`src/rtl/dmt_pkg.sv`:
```
package dmt_pkg;
  typedef enum logic {
    SRC_BUS = 1'b0,
    SRC_EXT = 1'b1
  } tick_src_e;

  localparam int unsigned NUM_MATCH = 2;
endpackage

```
`src/rtl/dmt_rst_sync.sv`:
```
module dmt_rst_sync (
  input  logic clk,
  input  logic rst_n_async,
  output logic rst_n_sync
);
  logic [1:0] sr_q;

  always_ff @(posedge clk or negedge rst_n_async) begin
    if (!rst_n_async) sr_q <= 2'b00;
    else              sr_q <= {sr_q[0], 1'b1};
  end

  assign rst_n_sync = sr_q[1];
endmodule

```
`src/rtl/dmt_tick_sel.sv`:
```
module dmt_tick_sel
  import dmt_pkg::*;
(
  input  tick_src_e src_i,
  input  logic      ext_tick_i,
  output logic      tick_o
);
  always_comb begin
    unique case (src_i)
      SRC_EXT: tick_o = ext_tick_i;
      default: tick_o = 1'b1;
    endcase
  end
endmodule

```
`src/rtl/dmt_counter.sv`:
```
module dmt_counter #(
  parameter int unsigned CNT_W = 32
) (
  input  logic             clk,
  input  logic             rst_n,
  input  logic             en_i,
  input  logic             tick_i,
  input  logic             wr_count_i,
  input  logic             wr_reload_i,
  input  logic [CNT_W-1:0] wr_data_i,
  output logic [CNT_W-1:0] reload_o,
  output logic [CNT_W-1:0] dec_val_o,
  output logic             step_o,
  output logic             active_o,
  output logic [CNT_W-1:0] rd_o
);
  localparam logic [CNT_W-1:0] ONE  = CNT_W'(1);
  localparam logic [CNT_W-1:0] ZERO = '0;

  logic             en_q;
  logic [CNT_W-1:0] cnt_q, cnt_d;
  logic [CNT_W-1:0] reload_q;
  logic             cnt_ld;
  logic             start;
  logic             active;
  logic             reload_gap;
  logic [CNT_W-1:0] dec_val;

  always_comb begin
    active     = en_i && en_q;
    start      = en_i && !en_q;
    reload_gap = wr_reload_i && (reload_q == ZERO) && (wr_data_i != ZERO);
    dec_val    = cnt_q - ONE;
    cnt_d      = cnt_q;
    cnt_ld     = 1'b0;
    if (start) begin
      cnt_d  = reload_q;
      cnt_ld = 1'b1;
    end else if (active) begin
      if (wr_count_i || reload_gap) begin
        cnt_d  = wr_data_i;
        cnt_ld = 1'b1;
      end else if (tick_i) begin
        cnt_d  = (cnt_q == ZERO) ? reload_q : dec_val;
        cnt_ld = 1'b1;
      end
    end
  end

  always_ff @(posedge clk or negedge rst_n) begin
    if (!rst_n) en_q <= 1'b0;
    else        en_q <= en_i;
  end

  always_ff @(posedge clk or negedge rst_n) begin
    if (!rst_n)      cnt_q <= ZERO;
    else if (cnt_ld) cnt_q <= cnt_d;
  end

  always_ff @(posedge clk or negedge rst_n) begin
    if (!rst_n)           reload_q <= ZERO;
    else if (wr_reload_i) reload_q <= wr_data_i;
  end

  assign step_o    = active && !wr_count_i && !reload_gap && tick_i && (cnt_q != ZERO);
  assign dec_val_o = dec_val;
  assign reload_o  = reload_q;
  assign active_o  = active;
  assign rd_o      = en_q ? cnt_q : reload_q;


  frozen_when_off_chk: assert property (@(posedge clk) disable iff (!rst_n)
    !en_i |=> $stable(cnt_q));


  dec_step_chk: assert property (@(posedge clk) disable iff (!rst_n)
    step_o |=> (cnt_q == $past(cnt_q) - ONE));


  wrap_chk: assert property (@(posedge clk) disable iff (!rst_n)
    (en_i && en_q && tick_i && !wr_count_i && !wr_reload_i && cnt_q == ZERO)
      |=> (cnt_q == $past(reload_q)));
endmodule

```
`src/rtl/dmt_match.sv`:
```
module dmt_match #(
  parameter int unsigned CNT_W     = 32,
  parameter int unsigned NUM_MATCH = 2
) (
  input  logic                 clk,
  input  logic                 rst_n,
  input  logic [NUM_MATCH-1:0] wr_match_i,
  input  logic [CNT_W-1:0]     wr_data_i,
  input  logic [CNT_W-1:0]     reload_i,
  input  logic                 zero_en_i,
  input  logic [CNT_W-1:0]     probe_i,
  output logic                 hit_o
);
  localparam logic [CNT_W-1:0] ZERO = '0;

  logic [NUM_MATCH-1:0] eq_v;
  logic [NUM_MATCH-1:0] at_zero_v;

  for (genvar g = 0; g < NUM_MATCH; g++) begin : g_pt
    logic [CNT_W-1:0] m_q;
    logic [CNT_W-1:0] eff;

    always_ff @(posedge clk or negedge rst_n) begin
      if (!rst_n)             m_q <= ZERO;
      else if (wr_match_i[g]) m_q <= wr_data_i;
    end

    always_comb begin
      eff          = (m_q < reload_i) ? m_q : ZERO;
      eq_v[g]      = (probe_i == eff);
      at_zero_v[g] = (eff == ZERO);
    end
  end

  always_comb begin
    if (probe_i == ZERO) hit_o = zero_en_i || (|at_zero_v);
    else                 hit_o = |eq_v;
  end
endmodule

```
`src/rtl/dmt_irq.sv`:
```
module dmt_irq (
  input  logic clk,
  input  logic rst_n,
  input  logic step_i,
  input  logic hit_i,
  input  logic active_i,
  output logic event_o,
  output logic irq_o
);
  logic fire;
  logic evt_q, evt_d;
  logic irq_q, irq_d;

  always_comb begin
    fire  = step_i && hit_i;
    evt_d = fire;
    irq_d = irq_q ^ fire;
  end

  always_ff @(posedge clk or negedge rst_n) begin
    if (!rst_n) begin
      evt_q <= 1'b0;
      irq_q <= 1'b0;
    end else begin
      evt_q <= evt_d;
      irq_q <= irq_d;
    end
  end

  assign event_o = evt_q;
  assign irq_o   = irq_q;


  irq_toggle_chk: assert property (@(posedge clk) disable iff (!rst_n)
    event_o |-> (irq_o != $past(irq_o)));


  irq_hold_chk: assert property (@(posedge clk) disable iff (!rst_n)
    !event_o |-> $stable(irq_o));


  evt_needs_run_chk: assert property (@(posedge clk) disable iff (!rst_n)
    event_o |-> $past(active_i));
endmodule

```
`src/rtl/dmatch_timer.sv`:
```
module dmatch_timer
  import dmt_pkg::*;
#(
  parameter int unsigned CNT_W = 32
) (
  input  logic             clk,
  input  logic             rst_n,
  input  logic             ext_tick,
  input  logic             ctl_enable,
  input  logic             ctl_ext_sel,
  input  logic             ctl_zero_irq_en,
  input  logic             wr_count,
  input  logic             wr_reload,
  input  logic             wr_match_a,
  input  logic             wr_match_b,
  input  logic [CNT_W-1:0] wr_data,
  output logic [CNT_W-1:0] count_rd,
  output logic             irq_lvl,
  output logic             event_pulse
);
  logic                 rst_n_s;
  logic                 tick;
  tick_src_e            src;
  logic [CNT_W-1:0]     reload_q;
  logic [CNT_W-1:0]     dec_val;
  logic                 step;
  logic                 active;
  logic                 hit;
  logic [NUM_MATCH-1:0] wr_match;

  assign src      = ctl_ext_sel ? SRC_EXT : SRC_BUS;
  assign wr_match = {wr_match_b, wr_match_a};

  dmt_rst_sync u_rst (
    .clk         (clk),
    .rst_n_async (rst_n),
    .rst_n_sync  (rst_n_s)
  );

  dmt_tick_sel u_tick (
    .src_i      (src),
    .ext_tick_i (ext_tick),
    .tick_o     (tick)
  );

  dmt_counter #(.CNT_W(CNT_W)) u_cnt (
    .clk         (clk),
    .rst_n       (rst_n_s),
    .en_i        (ctl_enable),
    .tick_i      (tick),
    .wr_count_i  (wr_count),
    .wr_reload_i (wr_reload),
    .wr_data_i   (wr_data),
    .reload_o    (reload_q),
    .dec_val_o   (dec_val),
    .step_o      (step),
    .active_o    (active),
    .rd_o        (count_rd)
  );

  dmt_match #(.CNT_W(CNT_W), .NUM_MATCH(NUM_MATCH)) u_match (
    .clk        (clk),
    .rst_n      (rst_n_s),
    .wr_match_i (wr_match),
    .wr_data_i  (wr_data),
    .reload_i   (reload_q),
    .zero_en_i  (ctl_zero_irq_en),
    .probe_i    (dec_val),
    .hit_o      (hit)
  );

  dmt_irq u_irq (
    .clk      (clk),
    .rst_n    (rst_n_s),
    .step_i   (step),
    .hit_i    (hit),
    .active_i (active),
    .event_o  (event_pulse),
    .irq_o    (irq_lvl)
  );
endmodule

```
`config.mk`:
```
export PLATFORM = sky130hd
export DESIGN_NAME = dmatch_timer
export DESIGN_NICKNAME = d
export VERILOG_FILES = /design/src/rtl/dmt_pkg.sv /design/src/rtl/dmt_rst_sync.sv /design/src/rtl/dmt_tick_sel.sv /design/src/rtl/dmt_counter.sv /design/src/rtl/dmt_match.sv /design/src/rtl/dmt_irq.sv /design/src/rtl/dmatch_timer.sv
export SDC_FILE = /design/constraint.sdc
export NUM_CORES = 1
export LEC_CHECK = 0
export BUFFER_PORTS_ARGS = -buffer_cell sky130_fd_sc_hd__buf_4
export CAP_MARGIN = 20
export CORE_AREA = 10 10 150 138
export CTS_BUF_LIST = sky130_fd_sc_hd__clkbuf_16
export DETAILED_ROUTE_END_ITERATION = 6
export DIE_AREA = 0 0 160 148
export PLACE_DENSITY = 0.79
export SETUP_SLACK_MARGIN = 0.1
export SLEW_MARGIN = 30
export SYNTH_ARGS = -nofsm -noshare
export SYNTH_HDL_FRONTEND = slang
export SYNTH_SLANG_ARGS = --single-unit
```
`constraint.sdc`:
```
create_clock -name clk -period 4.4 [get_ports clk]
set_input_delay 0.44 -clock clk [delete_from_list [all_inputs] [get_ports clk]]
set_output_delay 0.44 -clock clk [all_outputs]
set_load 0.01 [all_outputs]
```
==> reports/metrics.csv, run 1 <==
stage;metric;value;unit
pwr;p_leak;0.00523;uW
finish;fin_nets;1417;
worst_setup_path;startpoint;u_cnt.cnt_q[0];
clock_network;clk_pin_slew;0.07;ns
pwr;internal_power;2720;uW
synth;synth-edff-count;0;
timing;setup_viol;0;
synth;synth_cells;1237;
finish;final_util;0.683;
synth;ys_types;83;
floorplan;die-area;23700;um^2
worst_setup_path;path_common_cell;nor4_1;
routing;remaining_drc_errors;0;
synth;syn-num-nets;1344;
grt;track_usage;0.349;
worst_setup_path;path_class;reg -> reg;
synth;ys_seq_area_frac;0.320;
synth;ys_async_sr_fraction;1.00;
synth;netlist_top_cells_area;dfrtp_1 32%, o21ai_0 8.3%, ha_1 7.8%;
grt;overflow;0;
worst_setup_path;worst-path-max-fanout;8;
finish;n_antenna_cell;0;
worst_setup_path;critical_path_buf_inv_count;1;
grt;grt_pass1_wl;63700;um
worst_setup_path;crit_required;4.72;ns
timing;finalCritPeriodShare;0.953;
worst_setup_path;worstPathCellList;inv_1 -> ha_1 -> or4b_1 -> o31a_1 -> or2_1 -> nor4_1 -> nand4_1 -> or4_1 -> o211ai_1 -> nor4_1 -> a311o_2 -> xor2_1;
pwr;p_seq_frac;0.361;
pwr;clkPwrFrac;0.305;
floorplan;coreArea;17500;um^2
place;port_buffers;75;
floorplan;rows;46;
floorplan;io_pins;76;
worst_setup_path;critPathArrivalTime;4.52;ns
routing;post_drt_wl_per_cell;26.8;um
finish;layout.cells.non_filler;1563;
worst_hold_path;min-delay-start;ctl_enable;
synth;yosys_warnings;0;
timing;period_needed;4.19;ns
timing;rsz0062_at_grt;no;
pwr;swShare;0.404;
routing;drt_iter0_drc;1617;
timing;hold_violations;0;
timing;max_freq;0.238;GHz
worst_setup_path;start_kind;flop;
timing;tns;0;ns
synth;yosysTopAreaCellShare;0.320;
finish;drive_gt1_frac;0.186;
worst_setup_path;critical-path-max-stage-delay;0.61;ns
worst_setup_path;timing.rr.start;u_cnt.cnt_q[0];
routing;finalWirelength;41900;um
worst_setup_path;critPathTopFamily;simple AND/OR/NAND/NOR gates;
routing;vias;10800;
worst_setup_path;cp-end-kind;flop;
job;maxCapViolations;0;
clock_network;cts_max_level;4;
pwr;powerDensity;383;nW/um^2
synth;synth_seq_cells;133;
pwr;ir_worst_vdd;0.290;mV
clock_network;cts_made_buffers;17;
grt;antenna_found_initial;0;
routing;viasPerCell;6.94;
clock_network;clockBufferDepth;2;
synth;yosysTopAreaCell;dfrtp_1;
floorplan;start_util;0.594;
synth;synthFlopType;dfrtp_1;
timing;relSlewSlack;0.350;
timing;skew;0.0119;ns
clock_network;cts.sinks;133;
pwr;power_switching;1850;uW
clock_network;cts_tree;yes;
place;dp_hpwl;31900;um
synth;netlist_area;10400;um^2
worst_setup_path;slowest_stage;or4_1;
clock_network;insertion_delay;0.44;ns
timing;timing.hold.ws;0.191;ns
floorplan;fp.dieH;148;um
synth;synth.avg_cell_area;8.41;um^2
routing;drt_pass1_iterations;7;
worst_hold_path;hold_path_class;in -> reg;
pwr;p_comb_frac;0.334;
grt;grt_pass1_vias;10200;
finish;syn2layout_area_growth;14.9;%
clock_network;cts_root_buf;clkbuf_16;
outcome;outcome;completed;
timing;worst-slew-pin-transition;0.971;ns
floorplan;die_w;160;um
place;dp_cells;1530;
place;place.gp.congestion;1.14;
timing;final_max_slew_viol_count;0;
routing;ant_nets;0;
grt;grt_start_max_net_pins;89;
-- cells in the mapped netlist, types with 9 or more instances --
library cell  count
nor4b_1           9
a22oi_1           9
mux2i_1          11
nor2_1           57
clkbuf_1         57
o22ai_1          26
xnor2_1          33
nor3_1           34
a21oi_1          40
nor4_1           43
nand3_1          18
nand2_1         178
o311ai_0          9
dfrtp_1         133
ha_1             65
nand2b_1         12
xor2_1           13
o21ai_0         172
inv_1            49
nand4_1          29
a21o_1           10
mux2_2           63
-- cells in the final DEF, fill, tap and decap left out, drive strengths merged, types with 5 or more instances in the layout --
cell type,count
nand2b,12
nor2,57
a21o,10
a211oi,6
nand3b,6
xor2,14
nor3,35
and4,6
ha,65
o211ai,8
nand4,30
o211a,6
dfrtp,133
xnor3,5
o31a,7
and3,5
a22oi,9
mux2,63
nor4b,10
buf,124
nand2,178
o22ai,26
nor4,45
o311ai,9
or3,8
o21ai,172
or2,12
mux2i,11
inv,59
xnor2,33
a21oi,40
or4,5
nand3,18
clkbuf,17
-- worst paths after layout --
kind / to / slack [ns] / depth (start not counted)
max: u_irq.irq_o / 0.21 / 12
min: u_cnt.en_q / 0.19 / 1
max reg2reg: u_irq.irq_o / 0.21 / 12
min reg2reg: u_rst.sr_q[1] / 0.36 / 0
max in group asynchronous: u_cnt.reload_o[15] / 2.86 / 1
min in group asynchronous: u_rst.sr_q[1] / 0.32 / 2
-- cell type report --
type                    instances  area (um^2)
multi-input cells             984         6630
flip-flops and latches        133         3330
clock buffers                  17          425
repair buffers                125          941
fillers                      1491         5550
well taps                     240          300
clock inverters                15          134
inverters                      49          184
-- repair_timing --
item / 4_1_cts / 5_1_grt
gates resized for setup: 0 / 0
hold buffers: 1 / 0
endpoints found under the setup margin: 0 / 0
hold endpoints to repair: 2 / 0
buffers inserted: 0 / 0
-- cells by family (layout without fill, tap and decap cells) --
kind of cell,count (synthesis),in the layout,synth area share
other,1,1,0.000361
buffers and inverters,120,206,0.0447
xor gates and xnor gates,54,54,0.0557
muxes,74,74,0.0788
AOI/OAI and AO/OA,342,342,0.201
adders and majority gates,65,65,0.0782
DFF,133,133,0.320
and+or+nand+nor,448,448,0.221
-- state kept, by name (all words and copies together), names as in the netlist --
signal,count
u_irq.irq_o,1
u_cnt.reload_o,32
u_rst.sr_q,2
u_cnt.cnt_q,32
u_match.g_pt.m_q,64
u_irq.event_o,1
u_cnt.en_q,1
-- routing by layer --
layer | up-vias | track usage | routed length (um)
li1 | 4724 | - | -
met1 | 5174 | 0.473 | 16700
met2 | 791 | 0.507 | 17400
met3 | 151 | 0.0983 | 5810
met4 | 0 | 0.153 | 1910
met5 | - | 0 | 0
-- power by group through the flow --
| stage | Sequential [uW] | Combinational, uW | Clock, uW |
|---|---|---|---|
| 2_1_floorplan | 1510 | 994 | 0 |
| 3_3_place_gp | 1640 | 1450 | 0 |
| 3_5_place_dp | 1650 | 1470 | 0 |
| 4_1_cts | 1630 | 1480 | 1400 |
| 5_1_grt | 1650 | 1650 | 1460 |
| 6_report | 1650 | 1530 | 1390 |
-- through the flow --
| step | setup slack, ns | total power, uW | area, um^2 |
|---|---|---|---|
| finish | 0.207 | 4570 | 11900 |
| global route | 0.146 | 4770 | 11900 |
| CTS | 0.344 | 4510 | 11900 |
| detailed placement | 0.362 | 3120 | 11400 |
| global placement | 0.388 | 3100 | 11400 |
| floorplan | 0.420 | 2500 | 10400 |
Note: power is estimated with default switching activity, not from simulation.
==> run 2, diff against run 1 <==
--- a/config.mk
+++ b/config.mk
@@ -5,13 +5,13 @@
 export SDC_FILE = /design/constraint.sdc
 export NUM_CORES = 1
 export LEC_CHECK = 0
-export BUFFER_PORTS_ARGS = -buffer_cell sky130_fd_sc_hd__buf_4
 export CAP_MARGIN = 20
 export CORE_AREA = 10 10 150 138
 export CTS_BUF_LIST = sky130_fd_sc_hd__clkbuf_16
 export DETAILED_ROUTE_END_ITERATION = 6
 export DIE_AREA = 0 0 160 148
-export PLACE_DENSITY = 0.79
+export DONT_BUFFER_PORTS = 1
+export PLACE_DENSITY = 0.75
 export SETUP_SLACK_MARGIN = 0.1
 export SLEW_MARGIN = 30
 export SYNTH_ARGS = -nofsm -noshare
==> run 2 against run 1 <==
  * The flow now finishes with violations (design-rule violations)
  * Clock power about the same
  * Sequential share of layout area rose by 1.3 points
  * Die area unchanged
  * Largest power group unchanged
  * Critical endpoint unchanged
  * Worst hold slack got worse by 0.17 ns
  * First-iteration DRC count decreased by 18%
  * Sequential power about the same
  * Maximum frequency fell by 1.9%
  * Register-to-register slack got worse by 0.08 ns
  * Sequential cell count stayed put
  * Total power decreased by 2.8%
  * Setup slack worse by 0.081 ns
==> reports/metrics.csv, run 2 (synthesized netlist as in run 1, its figures left out) <==
stage;metric;value;unit
outcome;outcome;finished, violations left;
outcome;violations;design-rule violations;
clock_network;cts_tree;yes;
floorplan;coreArea;17500;um^2
worst_setup_path;path_common_cell;a21oi_1;
clock_network;clk_pin_slew;0.07;ns
worst_setup_path;reg2reg_slack;0.13;ns
floorplan;start_util;0.594;
finish;final_common_cell;nand2_1;
finish;drive_gt1_frac;0.134;
worst_setup_path;cp-end-kind;flop;
place;port_buffers;0;
grt;grt_pass1_vias;9850;
pwr;p_leak;0.00487;uW
timing;max_freq;0.234;GHz
timing;hold_violations;0;
pwr;p_comb_frac;0.313;
worst_setup_path;worstPathCellList;ha_1 -> a21oi_1 -> o21ai_0 -> a21oi_1 -> o221ai_1 -> a21oi_1 -> buf_4 -> mux2i_1 -> o221ai_1 -> nor4_1 -> buf_4 -> a311o_2 -> xor2_1;
routing;drt_iter0_drc;1323;
routing;post_drt_wl_per_cell;27.6;um
timing;relSlewSlack;0.308;
pwr;ir_worst_vdd;0.298;mV
timing;setup_viol;0;
worst_setup_path;startpoint;u_match.g_pt[1].m_q[15];
timing;timing.final.ws_setup;0.126;ns
clock_network;cts.sinks;133;
finish;fillers;1506;
routing;drt_pass1_iterations;7;
finish;fin_nets;1338;
timing;rsz0062_at_grt;no;
clock_network;cts_root_buf;clkbuf_16;
floorplan;io_pins;76;
pwr;clkPwrFrac;0.317;
worst_setup_path;start_kind;flop;
finish;final_util;0.653;
floorplan;die_w;160;um
job;maxCapViolations;0;
routing;remaining_drc_errors;11;
place;place.gp.congestion;1.09;
timing;finalCritPeriodShare;0.971;
pwr;p_seq_frac;0.370;
clock_network;post_cts_buffers;0;
clock_network;insertion_delay;0.44;ns
grt;grt_pass1_wl;62000;um
routing;finalWirelength;41000;um
timing;worst-slew-pin-transition;1.02;ns
worst_setup_path;critical-path-max-stage-delay;0.58;ns
pwr;internal_power;2700;uW
worst_setup_path;timing.rr.start;u_match.g_pt[1].m_q[15];
finish;multi_input_area;6640;um^2
place;pre_cts_slack;0.363;ns
timing;final_max_slew_viol_count;0;
worst_setup_path;worst-path-max-fanout;11;
worst_setup_path;worstReg2RegEnd;u_irq.irq_o;
routing;vias;10400;
finish;final_cell_mix;178 x nand2_1, 172 x o21ai_0, 131 x dfrtp_1;
clock_network;cts_max_level;4;
finish;regArea;3330;um^2
finish;largest-register;u_match.g_pt.m_q;
routing;ant_nets;0;
place;place_area;10800;um^2
worst_setup_path;path_class;reg -> reg;
grt;overflow;0;
finish;syn2layout_area_growth;9.88;%
grt;met2_usage;0.502;
grt;use_met1;0.447;
worst_hold_path;hold_path_class;in -> reg;
floorplan;fp.dieH;148;um
grt;top_usage_layer;met2;
floorplan;rows;46;
worst_setup_path;critPathArrivalTime;4.64;ns
grt;antenna_found_initial;1;
floorplan;die-area;23700;um^2
worst_setup_path;cp-endpoint;u_irq.irq_o;
finish;largest_reg_flops;64;
clock_network;clockBufferDepth;2;
worst_setup_path;crit_required;4.77;ns
timing;skew;0.0117;ns
finish;final_cell_area;11400;um^2
pwr;swShare;0.392;
pwr;totalPowerFinal;4450;uW
clock_network;cts_made_buffers;17;
routing;viasPerCell;7.00;
worst_setup_path;r2r_cells;13;
grt;track_usage;0.341;
worst_setup_path;critical_path_buf_inv_count;2;
worst_setup_path;slowest_stage;dfrtp_1;
timing;tns;0;ns
grt;grt_start_max_net_pins;90;
worst_setup_path;critPathTopFamily;compound AO/OA/AOI/OAI gates;
grt;use_met3;0.121;
pwr;power_switching;1740;uW
pwr;powerDensity;389;nW/um^2
place;dp_hpwl;31500;um
timing;period_needed;4.27;ns
worst_setup_path;cp.depth;13;
## run 2: how the worst min path moves through the flow
stage,start,endpoint,cells past startpoint
final,ctl_enable,u_cnt.en_q,0
after global routing,ctl_enable,u_cnt.en_q,0
after CTS,ctl_enable,u_cnt.en_q,0
after detailed placement,rst_n,u_rst.sr_q[0],0
after global placement,rst_n,u_rst.sr_q[0],0
after floorplan,rst_n,u_rst.sr_q[0],0
## run 2: cell type report
type / count / share of cell area
Antenna cell: 1 / 0.000219
Clock buffer: 17 / 0.0372
Clock inverter: 15 / 0.0124
Inverter: 49 / 0.0161
Multi-Input combinational cell: 984 / 0.581
Sequential cell: 133 / 0.292
Tap cell: 240 / 0.0263
Timing Repair Buffer: 46 / 0.0355
## run 2: what timing repair did
| action | 4_1_cts | 5_1_grt |
|---|---|---|
| endpoints found under the hold margin | 2 | 0 |
| hold buffers | 1 | 0 |
| resized for setup | 0 | 2 |
| endpoints found under the setup margin | 0 | 1 |
## run 2: stage by stage
| stage | cells | hold slack [ns] |
|---|---|---|
| 2_1_floorplan | 1237 | 0.144 |
| 3_3_place_gp | 1450 | 0.145 |
| 3_5_place_dp | 1450 | 0.145 |
| 4_1_cts | 1483 | 0.0147 |
| 5_1_grt | 1484 | 0.0119 |
| 6_report | 1485 | 0.0186 |
## run 2: routing by layer
layer  vias up  share of wire  wire (um)
li1       4571              -          -
met5         -              0          0
met3       113           0.14       5640
met2       691           0.43      17500
met1      5021           0.40      16200
met4         0          0.037       1520
## run 2: power groups by stage
stage          sequential [uW]  combinational (uW)  clock (uW)
2_1_floorplan             1510                 994           0
3_3_place_gp              1650                1310           0
3_5_place_dp              1650                1330           0
4_1_cts                   1630                1340        1420
5_1_grt                   1650                1510        1470
6_report                  1650                1390        1410
